`src/rtl/spi_rx_pkg.sv`:
```
package spi_rx_pkg;
    // interrupt source positions in the raw / mask / clear vectors
    localparam int IRQ_N    = 3;
    localparam int IRQ_HALF = 0;
    localparam int IRQ_TMO  = 1;
    localparam int IRQ_OVR  = 2;
endpackage

```
`src/rtl/spi_rx_front.sv`:
```
module spi_rx_front #(
    parameter int WORD_W = 16,
    parameter int SYNC_N = 2
) (
    input  logic              clk,
    input  logic              rst_n,
    input  logic              sclk_i,
    input  logic              cs_n_i,
    input  logic              mosi_i,
    output logic              push_o,
    output logic [WORD_W-1:0] word_o
);
    localparam int CNT_W = $clog2(WORD_W);
    localparam logic [CNT_W-1:0] LAST_BIT = CNT_W'(WORD_W - 1);

    typedef struct packed {
        logic [SYNC_N-1:0] sck;
        logic [SYNC_N-1:0] sel;
        logic [SYNC_N-1:0] dat;
        logic              sck_prev;
        logic [WORD_W-1:0] shift;
        logic [CNT_W-1:0]  cnt;
        logic              done;
        logic              push;
        logic [WORD_W-1:0] word;
    } front_t;

    localparam front_t FRONT_RST = '{
        sck: '1, sel: '1, dat: '0, sck_prev: 1'b1,
        shift: '0, cnt: '0, done: 1'b0, push: 1'b0, word: '0
    };

    front_t st_q, st_d;
    logic   sck_s, sel_s, dat_s, fall;

    always_comb begin
        // oldest stage of each synchroniser is the usable sample
        sck_s = st_q.sck[SYNC_N-1];
        sel_s = st_q.sel[SYNC_N-1];
        dat_s = st_q.dat[SYNC_N-1];
        fall  = st_q.sck_prev & ~sck_s;

        st_d          = st_q;
        st_d.sck      = {st_q.sck[SYNC_N-2:0], sclk_i};
        st_d.sel      = {st_q.sel[SYNC_N-2:0], cs_n_i};
        st_d.dat      = {st_q.dat[SYNC_N-2:0], mosi_i};
        st_d.sck_prev = sck_s;
        st_d.push     = 1'b0;

        if (sel_s) begin
            // frame boundary: drop partial word, re-arm for the next one
            st_d.cnt  = '0;
            st_d.done = 1'b0;
        end else if (fall && !st_q.done) begin
            st_d.shift = {st_q.shift[WORD_W-2:0], dat_s};
            if (st_q.cnt == LAST_BIT) begin
                st_d.push = 1'b1;
                st_d.word = {st_q.shift[WORD_W-2:0], dat_s};
                st_d.done = 1'b1;
                st_d.cnt  = '0;
            end else begin
                st_d.cnt = st_q.cnt + 1'b1;
            end
        end
    end

    always_ff @(posedge clk or negedge rst_n) begin
        if (!rst_n) st_q <= FRONT_RST;
        else        st_q <= st_d;
    end

    assign push_o = st_q.push;
    assign word_o = st_q.word;

    // a word needs sixteen more falls, so two pushes never abut
    p_one_word_r2: assert property (@(posedge clk) disable iff (!rst_n)
        push_o |=> !push_o);

endmodule

```
`src/rtl/spi_rx_fifo.sv`:
```
module spi_rx_fifo #(
    parameter int WORD_W = 16,
    parameter int DEPTH  = 8
) (
    input  logic                       clk,
    input  logic                       rst_n,
    input  logic                       push_i,
    input  logic [WORD_W-1:0]          wdata_i,
    input  logic                       pop_i,
    output logic [WORD_W-1:0]          rdata_o,
    output logic [$clog2(DEPTH+1)-1:0] count_o,
    output logic                       empty_o,
    output logic                       drop_o,
    output logic                       fill_o,
    output logic                       drain_o
);
    localparam int CNT_W = $clog2(DEPTH + 1);
    localparam int PTR_W = $clog2(DEPTH);
    localparam logic [PTR_W-1:0] PTR_TOP = PTR_W'(DEPTH - 1);
    localparam logic [CNT_W-1:0] CNT_TOP = CNT_W'(DEPTH);

    typedef struct packed {
        logic [DEPTH-1:0][WORD_W-1:0] mem;
        logic [PTR_W-1:0]             wp;
        logic [PTR_W-1:0]             rp;
        logic [CNT_W-1:0]             cnt;
    } fifo_t;

    fifo_t st_q, st_d;
    logic  full, empty, do_pop, do_push;

    function automatic logic [PTR_W-1:0] ptr_step(input logic [PTR_W-1:0] p);
        return (p == PTR_TOP) ? '0 : p + 1'b1;
    endfunction

    always_comb begin
        full    = (st_q.cnt == CNT_TOP);
        empty   = (st_q.cnt == '0);
        do_pop  = pop_i & ~empty;
        // a pop at the same edge frees the slot a full FIFO needs
        do_push = push_i & (~full | do_pop);

        st_d = st_q;
        if (do_push) begin
            st_d.mem[st_q.wp] = wdata_i;
            st_d.wp           = ptr_step(st_q.wp);
        end
        if (do_pop) begin
            st_d.rp = ptr_step(st_q.rp);
        end
        unique case ({do_push, do_pop})
            2'b10:   st_d.cnt = st_q.cnt + 1'b1;
            2'b01:   st_d.cnt = st_q.cnt - 1'b1;
            default: st_d.cnt = st_q.cnt;
        endcase

        drop_o  = push_i & ~do_push;
        fill_o  = do_push & empty;
        drain_o = do_pop & ~do_push & (st_q.cnt == CNT_W'(1));
    end

    always_ff @(posedge clk or negedge rst_n) begin
        if (!rst_n) st_q <= '0;
        else        st_q <= st_d;
    end

    assign rdata_o = st_q.mem[st_q.rp];
    assign count_o = st_q.cnt;
    assign empty_o = empty;

    // occupancy is bounded by the depth
    p_no_overflow_r4: assert property (@(posedge clk) disable iff (!rst_n)
        count_o <= CNT_TOP);
    // a word offered to a full FIFO without a pop leaves it full
    p_drop_keeps_full_r4: assert property (@(posedge clk) disable iff (!rst_n)
        (full && push_i && !pop_i) |=> (count_o == CNT_TOP));
    // popping an empty FIFO changes nothing
    p_empty_pop_r3: assert property (@(posedge clk) disable iff (!rst_n)
        (empty && pop_i && !push_i) |=> empty_o);

endmodule

```
`src/rtl/spi_rx_irq.sv`:
```
module spi_rx_irq
    import spi_rx_pkg::*;
#(
    parameter int DEPTH   = 8,
    parameter int TO_BITS = 32,
    parameter int DIV_W   = 8
) (
    input  logic                       clk,
    input  logic                       rst_n,
    input  logic                       fill_i,
    input  logic                       drain_i,
    input  logic                       drop_i,
    input  logic [$clog2(DEPTH+1)-1:0] count_i,
    input  logic [DIV_W-1:0]           div_i,
    input  logic [IRQ_N-1:0]           mask_i,
    input  logic [IRQ_N-1:0]           clr_i,
    output logic [IRQ_N-1:0]           raw_o,
    output logic [IRQ_N-1:0]           masked_o,
    output logic                       irq_o
);
    localparam int CNT_W  = $clog2(DEPTH + 1);
    localparam int BITS_W = $clog2(TO_BITS);
    localparam logic [BITS_W-1:0] BITS_TOP = BITS_W'(TO_BITS - 1);
    localparam logic [CNT_W-1:0]  HALF_LVL = CNT_W'(DEPTH / 2);

    typedef struct packed {
        logic              run;
        logic [DIV_W-1:0]  presc;
        logic [BITS_W-1:0] bits;
        logic              tmo;
        logic              ovr;
    } irq_t;

    irq_t st_q, st_d;
    logic fire;

    always_comb begin
        st_d = st_q;
        fire = 1'b0;

        // bit-period timebase, started by the first word into an empty FIFO
        if (fill_i) begin
            st_d.run   = 1'b1;
            st_d.presc = '0;
            st_d.bits  = '0;
        end else if (st_q.run) begin
            if (st_q.presc == div_i) begin
                st_d.presc = '0;
                if (st_q.bits == BITS_TOP) begin
                    fire     = 1'b1;
                    st_d.run = 1'b0;
                end else begin
                    st_d.bits = st_q.bits + 1'b1;
                end
            end else begin
                st_d.presc = st_q.presc + 1'b1;
            end
        end
        if (drain_i) st_d.run = 1'b0;

        // emptying beats expiry; expiry beats a software clear
        if (drain_i)             st_d.tmo = 1'b0;
        else if (fire)           st_d.tmo = 1'b1;
        else if (clr_i[IRQ_TMO]) st_d.tmo = 1'b0;

        if (drop_i)              st_d.ovr = 1'b1;
        else if (clr_i[IRQ_OVR]) st_d.ovr = 1'b0;
    end

    always_ff @(posedge clk or negedge rst_n) begin
        if (!rst_n) st_q <= '0;
        else        st_q <= st_d;
    end

    always_comb begin
        raw_o           = '0;
        raw_o[IRQ_HALF] = (count_i >= HALF_LVL);
        raw_o[IRQ_TMO]  = st_q.tmo;
        raw_o[IRQ_OVR]  = st_q.ovr;
    end

    for (genvar i = 0; i < IRQ_N; i++) begin : g_gate
        assign masked_o[i] = raw_o[i] & mask_i[i];
    end
    assign irq_o = |masked_o;

    // expiry only ever comes out of a running count
    p_fire_from_run_r6: assert property (@(posedge clk) disable iff (!rst_n)
        $rose(st_q.tmo) |-> $past(st_q.run));
    // the pop that empties the FIFO leaves no timeout behind
    p_drain_clears_r7: assert property (@(posedge clk) disable iff (!rst_n)
        drain_i |=> !raw_o[IRQ_TMO]);
    // a latched timeout and a live count never coexist
    p_no_rearm_r8: assert property (@(posedge clk) disable iff (!rst_n)
        st_q.tmo |-> !st_q.run);
    // overrun stays until cleared
    p_ovr_sticky_r4: assert property (@(posedge clk) disable iff (!rst_n)
        (raw_o[IRQ_OVR] && !clr_i[IRQ_OVR]) |=> raw_o[IRQ_OVR]);
    // the line needs at least one enabled source
    p_line_gated_r9: assert property (@(posedge clk) disable iff (!rst_n)
        irq_o |-> (mask_i != '0));

endmodule

```
`src/rtl/spi_slave_rx.sv`:
```
module spi_slave_rx
    import spi_rx_pkg::*;
#(
    parameter int WORD_W  = 16,
    parameter int DEPTH   = 8,
    parameter int TO_BITS = 32,
    parameter int DIV_W   = 8,
    parameter int SYNC_N  = 2
) (
    input  logic                       clk,
    input  logic                       rst_n,
    input  logic                       sclk_i,
    input  logic                       cs_n_i,
    input  logic                       mosi_i,
    input  logic [DIV_W-1:0]           bit_div_i,
    input  logic                       rd_en_i,
    output logic [WORD_W-1:0]          rd_data_o,
    output logic [$clog2(DEPTH+1)-1:0] rx_level_o,
    output logic                       rx_empty_o,
    input  logic [2:0]                 irq_mask_i,
    input  logic [2:0]                 irq_clr_i,
    output logic [2:0]                 irq_raw_o,
    output logic [2:0]                 irq_masked_o,
    output logic                       irq_o
);
    logic              word_push;
    logic [WORD_W-1:0] word_data;
    logic              fifo_drop, fifo_fill, fifo_drain;

    spi_rx_front #(
        .WORD_W (WORD_W),
        .SYNC_N (SYNC_N)
    ) u_front (
        .clk    (clk),
        .rst_n  (rst_n),
        .sclk_i (sclk_i),
        .cs_n_i (cs_n_i),
        .mosi_i (mosi_i),
        .push_o (word_push),
        .word_o (word_data)
    );

    spi_rx_fifo #(
        .WORD_W (WORD_W),
        .DEPTH  (DEPTH)
    ) u_fifo (
        .clk     (clk),
        .rst_n   (rst_n),
        .push_i  (word_push),
        .wdata_i (word_data),
        .pop_i   (rd_en_i),
        .rdata_o (rd_data_o),
        .count_o (rx_level_o),
        .empty_o (rx_empty_o),
        .drop_o  (fifo_drop),
        .fill_o  (fifo_fill),
        .drain_o (fifo_drain)
    );

    spi_rx_irq #(
        .DEPTH   (DEPTH),
        .TO_BITS (TO_BITS),
        .DIV_W   (DIV_W)
    ) u_irq (
        .clk      (clk),
        .rst_n    (rst_n),
        .fill_i   (fifo_fill),
        .drain_i  (fifo_drain),
        .drop_i   (fifo_drop),
        .count_i  (rx_level_o),
        .div_i    (bit_div_i),
        .mask_i   (irq_mask_i),
        .clr_i    (irq_clr_i),
        .raw_o    (irq_raw_o),
        .masked_o (irq_masked_o),
        .irq_o    (irq_o)
    );

endmodule

```
`config.mk`:
```
export PLATFORM = sky130hd
export DESIGN_NAME = spi_slave_rx
export DESIGN_NICKNAME = d
export VERILOG_FILES = /design/src/rtl/spi_rx_pkg.sv /design/src/rtl/spi_rx_front.sv /design/src/rtl/spi_rx_fifo.sv /design/src/rtl/spi_rx_irq.sv /design/src/rtl/spi_slave_rx.sv
export SDC_FILE = /design/constraint.sdc
export NUM_CORES = 1
export LEC_CHECK = 0
export CAP_MARGIN = 20
export CORE_MARGIN = 5
export CORE_UTILIZATION = 55
export DETAILED_ROUTE_END_ITERATION = 10
export PLACE_DENSITY = 0.78
export SYNTH_ARGS = -nofsm -noshare
export SYNTH_HDL_FRONTEND = slang
export SYNTH_SLANG_ARGS = --single-unit
export TNS_END_PERCENT = 30
```
`constraint.sdc`:
```
create_clock -name clk -period 2.5 [get_ports clk]
set_input_delay 0.375 -clock clk [delete_from_list [all_inputs] [get_ports clk]]
set_output_delay 0.375 -clock clk [all_outputs]
set_load 0.02 [all_outputs]
```
### After elaboration in Yosys (flattened, before gate mapping)

Cells that the tools add are included.
Widths: inputs -> output; s select.

| cells by class | value |
|---|---|
| $add $sub $neg | 7 |
| multipliers | 0 |
| div/mod/pow operators | 0 |
| order comparisons | 4 |
| equal/unequal tests | 10 |
| shift operators | 0 |
| multiplexer cells | 30 |
| bitwise logic cells | 16 |
| reduce and logical (&&, ||, !) cells | 16 |

Operators with widths:

| operator | number |
|---|---|
| $bwmux 128 | 1 |
| $bmux 16 s3 | 1 |
| $demux 16 s3 | 1 |
| $mux 16 | 2 |
| $mux 14 | 2 |
| $mux 22 | 1 |
| $mux 18 | 1 |
| $mux 17 | 1 |
| $mux 5 | 3 |
| $mux 1 | 12 |
| $reduce_bool 2->1 | 6 |
| $and 1x1->1 | 10 |
| $add 4x1->4 const B | 2 |
| $add 8x1->8 const B | 1 |
| $eq 4x4->1 const B | 2 |
| $eq 8x8->1 | 1 |
| $lt 3x4->1 const B | 2 |
| $mux 8 | 1 |
| $pmux 4 s2 | 1 |
| $add 3x1->3 const B | 2 |
| $eq 3x3->1 const B | 2 |
| $mux 3 | 2 |
| $reduce_and 3->1 | 2 |
| $add 5x1->5 const B | 1 |
| 17 further kinds | 23 |

| storage, ports and cells | value |
|---|---|
| bits in registers | 198 |
| bits in latches | 0 |
| memory bits (writable) | 0 |
| bits in read-only memories | 0 |
| input port bits | 20 |
| logic and storage cells | 108 |
| memories | 0 |

### Depth between registers and ports, before layout

Gate-level depths: netlist of run 1.

| depth | value |
|---|---|
| word-level depth | 9 |
| mapped depth | 10 |
| depth with buffers taken out | 9 |

### By module

A second synthesis of run 1 with hierarchy kept.

| second synthesis, totals | value |
|---|---|
| cells, all modules | 618 |
| area total of the unflattened synthesis | 9,386.5 um2 |

Modules (own cells, without submodules):

| module | instances | cells each | area each (um2) | seq. area each (um2) |
|---|---|---|---|---|
| spi_rx_fifo | 1 | 391 | 6,600.1 | 3,453.3 |
| spi_rx_front | 1 | 116 | 1,766.7 | 1,107.3 |
| spi_rx_irq | 1 | 111 | 1,019.7 | 400.4 |

### Worst setup path after synthesis of run 1

No wires, ideal clock.

| timing path | value |
|---|---|
| path kind | reg2reg |
| from | register u_fifo.st_q, in the netlist u_fifo.count_o[0] |
| to | register u_fifo.st_q, in the netlist u_fifo.count_o[3] |
| arrival | 2.355 ns |
| path slack | 0.066 ns |
| stages on the path, launching flop included | 10 |
| buffers on the path | 0 |
| cell sequence | dfrtp_1 -> inv_1 -> ha_1 -> nor3b_1 -> nand2b_1 -> inv_1 -> ha_1 -> nand4b_1 -> a21oi_1 -> xor2_1 |

| between the ends | value |
|---|---|
| cells in the longest elaborated chain, start to end | 7 |
| elaborated cells on any way between the ends | 13 |
| classes of those cells | add/sub (2); eq/ne (3); mux (1); bitwise (5); reduce/logical (2) |

Ends and longest elaborated chain:

| element | RTL line | source |
|---|---|---|
| start: declaration | spi_rx_fifo.sv:29 | `fifo_t st_q, st_d;` |
| start signal: assignment | spi_rx_fifo.sv:64 | `else st_q <= st_d;` |
| $logic_not 4->1 * | spi_rx_fifo.sv:38 | `empty = (st_q.cnt == '0);` |
| via rx_empty_o | spi_slave_rx.sv:19 | `output logic rx_empty_o,` |
| $not 1->1 * | spi_rx_fifo.sv:39 | `do_pop = pop_i & ~empty;` |
| $and 1x1->1 * | spi_rx_fifo.sv:39 |  |
| via u_fifo.do_pop | spi_rx_fifo.sv:30 | `logic full, empty, do_pop, do_push;` |
| $or 1x1->1 | spi_rx_fifo.sv:41 | `do_push = push_i & (~full \| do_pop);` |
| $and 1x1->1 | spi_rx_fifo.sv:41 |  |
| $eq 2x1->1 or $eq 2x2->1 (tied branches) | spi_rx_fifo.sv:51 | `unique case ({do_push, do_pop})` |
| $pmux 4 s2 or $reduce_bool 2->1 (tied branches) | -- |  |

The timed path passes the listed nets; every way through them passes the cells marked *.
A chain may end at the register's enable or synchronous reset.

### Final worst setup path of run 1

| timing path | value |
|---|---|
| from | register u_fifo.st_q[4] (netlist name) |
| to | output rd_data_o[13] |

| between the ends | value |
|---|---|
| cells in the longest elaborated chain, start to end | 2 |

Ends and longest elaborated chain:

| element | RTL line | source |
|---|---|---|
| $bmux 16 s3 | spi_rx_fifo.sv:67 | `assign rdata_o = st_q.mem[st_q.rp];` |
| $mux 16 (not written as such) | spi_rx_fifo.sv:67 |  |
| end: declaration | spi_slave_rx.sv:17 | `output logic [WORD_W-1:0] rd_data_o,` |

Every way passes these cells. The select of a mux whose other input is x is not followed.

==> results.sh, run 1 <==
export IMPL_outcome="complete, no violations"
export IMPL_grt_pass1_vias=5645
export IMPL_yosys_most_used_dff="dfrtp_1"
export IMPL_synthArstFlopShare=1.00
export IMPL_dieWidth_um=137
export IMPL_clk_pin_slew_ps=60
export IMPL_synth_largest_area_cell="dfrtp_1"
export IMPL_antenna_found_initial=0
export IMPL_io_pins=48
export IMPL_synth_seq_cells=198
export IMPL_cts_tree="built"
export IMPL_wl_per_cell_um=20.1
export IMPL_hpwl_um=11500
export IMPL_die_area_um2=18900
export IMPL_worstSkewPairLatency_ps=430
export IMPL_maxCapViolCount=0
export IMPL_final_max_slew_viol_count=0
export IMPL_whs_ps=355
export IMPL_vias=5157
export IMPL_setup_violations=0
export IMPL_hp_class="input port to flop"
export IMPL_cp_slowest_cell="mux4_2"
export IMPL_power_density_nw_per_um2=778
export IMPL_r2r_start="u_fifo.count_o[1]"
export IMPL_firstDrtPassIters=6
export IMPL_synth_area_um2=8930
export IMPL_cp_max_fo=7
export IMPL_r2r_setup_slack_ps=180
export IMPL_layout_drive_gt1_share=0.452
export IMPL_worst_slew_pin_slew_ps=634
export IMPL_synth_top_cells_by_count="dfrtp_1, mux2_2, mux4_2, nand2_1, nor2_1"
export IMPL_max_freq_mhz=403
export IMPL_drt_first_iter_violations=261
export IMPL_max_vdd_ir_drop_uv=620
export IMPL_hold_viol=0
export IMPL_yosysUniqueCellTypes=48
export IMPL_yosys_warnings=0
export IMPL_grtUsageTotal=0.206
export IMPL_initial_core_util=0.562
export IMPL_cts_buffers=17
export IMPL_synthMostInstantiatedCell="dfrtp_1"
export IMPL_dp_cells=857
export IMPL_cellLeakagePower_nw=5.13
export IMPL_h_tree_depth=4
export IMPL_reg2regPathDepth=8
export IMPL_grt_setup_unrepaired="yes"
export IMPL_finClkSkew_ps=10.8
export IMPL_fp_row_count=46
export IMPL_maxSlewHeadroom=0.577
export IMPL_cts_root_buf="clkbuf_16"
export IMPL_min_from="sclk_i"
export IMPL_netlist_instances=597
export IMPL_vias_per_cell=5.76
export IMPL_routabilityCongestion=0.738
export IMPL_synth_net_count=629
export IMPL_syn_avg_cell_area_um2=15.0
export IMPL_finalWirelength_um=18000
export IMPL_fin_crit_sh=0.992
export IMPL_synth_edf_count=0
export IMPL_cts_sinks=198
export IMPL_cp_required_ps=2120
export IMPL_start_kind="flop"
export IMPL_period_needed_ps=2480
export IMPL_grt_pass1_wl_um=29800
export IMPL_nNetsFinal=698
export IMPL_nFillCells=1113
export IMPL_ys_seq_area_frac=0.556
export IMPL_hold_end="u_front.st_d[44]"
export IMPL_core_area_um2=15900
export IMPL_cp_cell_sequence="buf_12 -> buf_12 -> mux4_2 -> mux2_2 -> buf_2"
export IMPL_layoutNonFillerInstCount=895
export IMPL_overflow=0
export IMPL_end_kind="output port"
export IMPL_utilization=0.658
export IMPL_fp_dieH_um=137
export IMPL_syn_to_final_growth_pct=17.1
export IMPL_drc=0
export IMPL_grt_max_degree=76
export IMPL_critical_path_arrival_ps=2110
export IMPL_clk_path_buf_depth=2
export IMPL_synth_area_leaders="dfrtp_1, mux2_2, mux4_2"
export IMPL_n_antenna_cell=0
export IMPL_r2r_end="u_fifo.st_q[38]"
export IMPL_min_delay_path_depth=1
export IMPL_synth_top_area_frac=0.541
export IMPL_crit_type="flop to output port"
export IMPL_port_buffers=46
export IMPL_crit_top_cell="buf_12"
export IMPL_setup_tns_ps=0
export IMPL_ant_nets=0
export IMPL_slowest_delay_ps=510
-- how the worst max path moves through the flow --
stage | start | end | slack [ps] | cells past startpoint
global route | u_fifo.st_q[4] | rd_data_o[13] | -30 | 5
CTS | u_fifo.st_q[4] | rd_data_o[2] | -80 | 4
detailed placement | rd_en_i | u_fifo.st_q[32] | 50 | 7
global placement | rd_en_i | u_fifo.st_q[36] | 80 | 7
finish | u_fifo.st_q[4] | rd_data_o[13] | 20 | 5
floorplan | u_fifo.count_o[0] | u_fifo.count_o[3] | 70 | 9
-- worst max-delay path, delay by kind of cell (launching register included) --
family | cells | cell delay, ps
muxes | 2 | 800
buffers and inverters | 3 | 430
DFF | 1 | 440
-- layer usage --
layer	global-route usage	wire length [µm]	share of wire
met5	0	0	0
met2	0.360	9630	0.53
met3	0.0402	667	0.037
met4	0.0576	199	0.011
met1	0.263	7510	0.42
-- registers in the layout, indices dropped and copies added (netlist names), 2 cells and up --
name            count
u_irq.raw_o         2
u_fifo.st_q       134
u_front.word_o     16
u_irq.st_q         14
u_front.st_q       21
u_front.st_d        3
u_fifo.count_o      4
-- placed cells by master (no fill, tap or decap), types with 12 or more instances in the layout --
| master | synthesis | final |
|---|---|---|
| clkdlybuf4s50_1 | 0 | 27 |
| mux2_2 | 175 | 171 |
| buf_4 | 8 | 26 |
| nand2_1 | 30 | 30 |
| clkbuf_16 | 0 | 17 |
| ha_1 | 12 | 12 |
| xnor2_1 | 13 | 13 |
| dfrtp_1 | 193 | 192 |
| nor2_1 | 15 | 15 |
| mux4_2 | 32 | 32 |
-- power breakdown --
| group | internal (mW) | total, mW | switching, mW |
|---|---|---|---|
| Combinational | 0.922 | 1.79 | 0.865 |
| Clock | 1.58 | 2.70 | 1.12 |
| Sequential | 3.41 | 3.65 | 0.237 |
-- per-stage QoR --
step | worst slack (ps) | total power [mW] | instance area (µm²)
after floorplan | 66.2 | 4.70 | 8930
after global placement | 78.5 | 5.22 | 9790
after detailed placement | 51.2 | 5.29 | 9790
after CTS | -82.9 | 8.20 | 10400
after global routing | -32.9 | 8.48 | 10500
final | 19.3 | 8.13 | 10500
-- logic make-up (layout without fill, tap and decap cells) --
family / Yosys count / after routing / share of synthesized area
muxes: 210 / 210 / 0.305
DFF: 198 / 198 / 0.556
xor gates and xnor gates: 16 / 16 / 0.0157
and+or+nand+nor: 90 / 90 / 0.0604
buffers and inverters: 41 / 123 / 0.0252
AOI/OAI and AO/OA: 30 / 30 / 0.0213
adders and majority gates: 12 / 12 / 0.0168
-- cell type report --
class                      count  area, µm²  area share
sequential                   198       4960       0.475
timing repair buffer          83        846      0.0809
inverter                       8       35.0     0.00335
clock inverter                 8       96.3     0.00921
clock buffer                  24        492      0.0470
multi-input combinational    358       3760       0.359
tap                          216        270      0.0258
-- what timing repair did --
action                                  4_1_cts  5_1_grt
resized for setup                            69       13
pin swaps                                     0        0
hold buffers                                  1        0
setup buffers                                 3        1
cloned                                        2        0
endpoints found under the hold margin        20        0
endpoints found under the setup margin       17       16
(Power assumes the default switching activity.)
==> run 2, diff against run 1 <==
- CORE_MARGIN: 5 -> unset
==> results.sh, run 2 (synthesis results as in run 1) <==
export IMPL_cp_max_fo=9
export IMPL_firstDrtPassIters=4
export IMPL_initial_core_util=0.562
export IMPL_layout_drive_gt1_share=0.453
export IMPL_max_vdd_ir_drop_uv=536
export IMPL_critical_path_arrival_ps=2080
export IMPL_routabilityCongestion=0.740
export IMPL_max_freq_mhz=407
export IMPL_finClkSkew_ps=12.1
export IMPL_hpwl_um=11000
export IMPL_largest_reg_flops=134
export IMPL_final_area_um2=10400
export IMPL_cp_required_ps=2120
export IMPL_antenna_found_initial=0
export IMPL_final_max_slew_viol_count=0
export IMPL_cts_sinks=198
export IMPL_clk_path_buf_depth=2
export IMPL_layout_cells_most_common="dfrtp_1"
export IMPL_overflow=0
export IMPL_grt_max_degree=74
export IMPL_grt_pass1_wl_um=29500
export IMPL_multiInputGateArea_um2=3750
export IMPL_fp_dieH_um=129
export IMPL_dp_cells=852
export IMPL_top_register="u_fifo.st_q"
export IMPL_nFillCells=1138
export IMPL_dieWidth_um=129
export IMPL_pre_cts_ws_ps=63.0
export IMPL_maxCapViolCount=0
export IMPL_clk_pin_slew_ps=70
export IMPL_grtUsageTotal=0.237
export IMPL_h_tree_depth=4
export IMPL_outcome="complete, no violations"
export IMPL_layoutNonFillerInstCount=889
export IMPL_utilization=0.656
export IMPL_maxSlewHeadroom=0.600
export IMPL_finalWirelength_um=18100
export IMPL_fin_crit_sh=0.982
export IMPL_crit_type="flop to output port"
export IMPL_power_density_nw_per_um2=784
export IMPL_setup_ws_ps=44.5
export IMPL_post_dp_cell_area_um2=9790
export IMPL_start_kind="flop"
export IMPL_ant_nets=0
export IMPL_layout_common_cells="dfrtp_1, mux2_2, mux4_2"
export IMPL_drc=0
export IMPL_vias=5205
export IMPL_vias_per_cell=5.85
export IMPL_drt_first_iter_violations=260
export IMPL_die_area_um2=16700
export IMPL_nNetsFinal=693
export IMPL_cts_root_buf="clkbuf_16"
export IMPL_n_antenna_cell=0
export IMPL_seqCellArea_um2=4960
export IMPL_grt_pass1_vias=5543
export IMPL_period_needed_ps=2460
export IMPL_r2r_setup_slack_ps=210
export IMPL_cellLeakagePower_nw=5.11
export IMPL_grt_setup_unrepaired="yes"
export IMPL_port_buffers=46
export IMPL_wl_per_cell_um=20.4
export IMPL_fp_row_count=46
export IMPL_cts_buffers=17
export IMPL_whs_ps=350
export IMPL_worst_slew_pin_slew_ps=600
export IMPL_hp_class="input port to flop"
export IMPL_setup_violations=0
export IMPL_io_pins=48
export IMPL_core_area_um2=15900
export IMPL_worstSkewPairLatency_ps=430
export IMPL_hold_viol=0
export IMPL_end_kind="output port"
export IMPL_cts_tree="built"
export IMPL_syn_to_final_growth_pct=16.7
## run 2: path summary, 6_finish.rpt
| check | to | cells after the start | start |
|---|---|---|---|
| worst min register to register | u_front.dat_s | 0 | u_front.st_d[40] |
| worst max register to register | u_fifo.st_q[40] | 8 | u_fifo.count_o[1] |
| min in group asynchronous | u_fifo.st_q[75] | 2 | rst_n |
| worst min-delay path | u_front.st_d[42] | 1 | cs_n_i |
| max in group asynchronous | u_front.word_o[10] | 3 | rst_n |
| worst max-delay path | rd_data_o[0] | 5 | u_fifo.st_q[4] |
## run 2: area by class of cell
cell class	instances	area share
Multi-Input combinational cell	358	0.360
Inverter	8	0.00336
Tap cell	216	0.0259
Timing Repair Buffer	78	0.0781
Clock inverter	14	0.0160
Clock buffer	17	0.0408
Sequential cell	198	0.476
## run 2: stage by stage
step | power, mW | setup TNS, ps
floorplan | 4.70 | 0
global placement | 5.22 | 0
detailed placement | 5.30 | 0
CTS | 8.24 | -29.0
global route | 8.53 | -96.2
finish | 8.17 | 0
## run 2: repair_timing
item | 4_1_cts | 5_1_grt
resized for setup | 66 | 8
hold buffers | 1 | 0
setup buffers | 3 | 0
gates cloned | 2 | 0
hold endpoints to repair | 66 | 0
endpoints found under the setup margin | 17 | 13
pin swaps | 0 | 0
## run 2: power breakdown
| part | switching, mW | total [mW] | internal (mW) |
|---|---|---|---|
| combinational | 0.861 | 1.76 | 0.895 |
| clock | 1.26 | 2.76 | 1.50 |
| sequential | 0.243 | 3.65 | 3.41 |
## run 2: worst max-delay path, stage by stage (launching register included)
cell	delay, ps
dfrtp_2	410
buf_4	130
buf_12	140
mux4_2	520
mux2_2	280
buf_2	160
## run 2: per-layer routing
metal	global-route usage	part of all wire	vias to the layer above
li1	-	-	2299
met1	0.315	0.44	2771
met2	0.400	0.52	113
met3	0.0450	0.031	22
met4	0.0664	0.015	0
met5	0	0	-
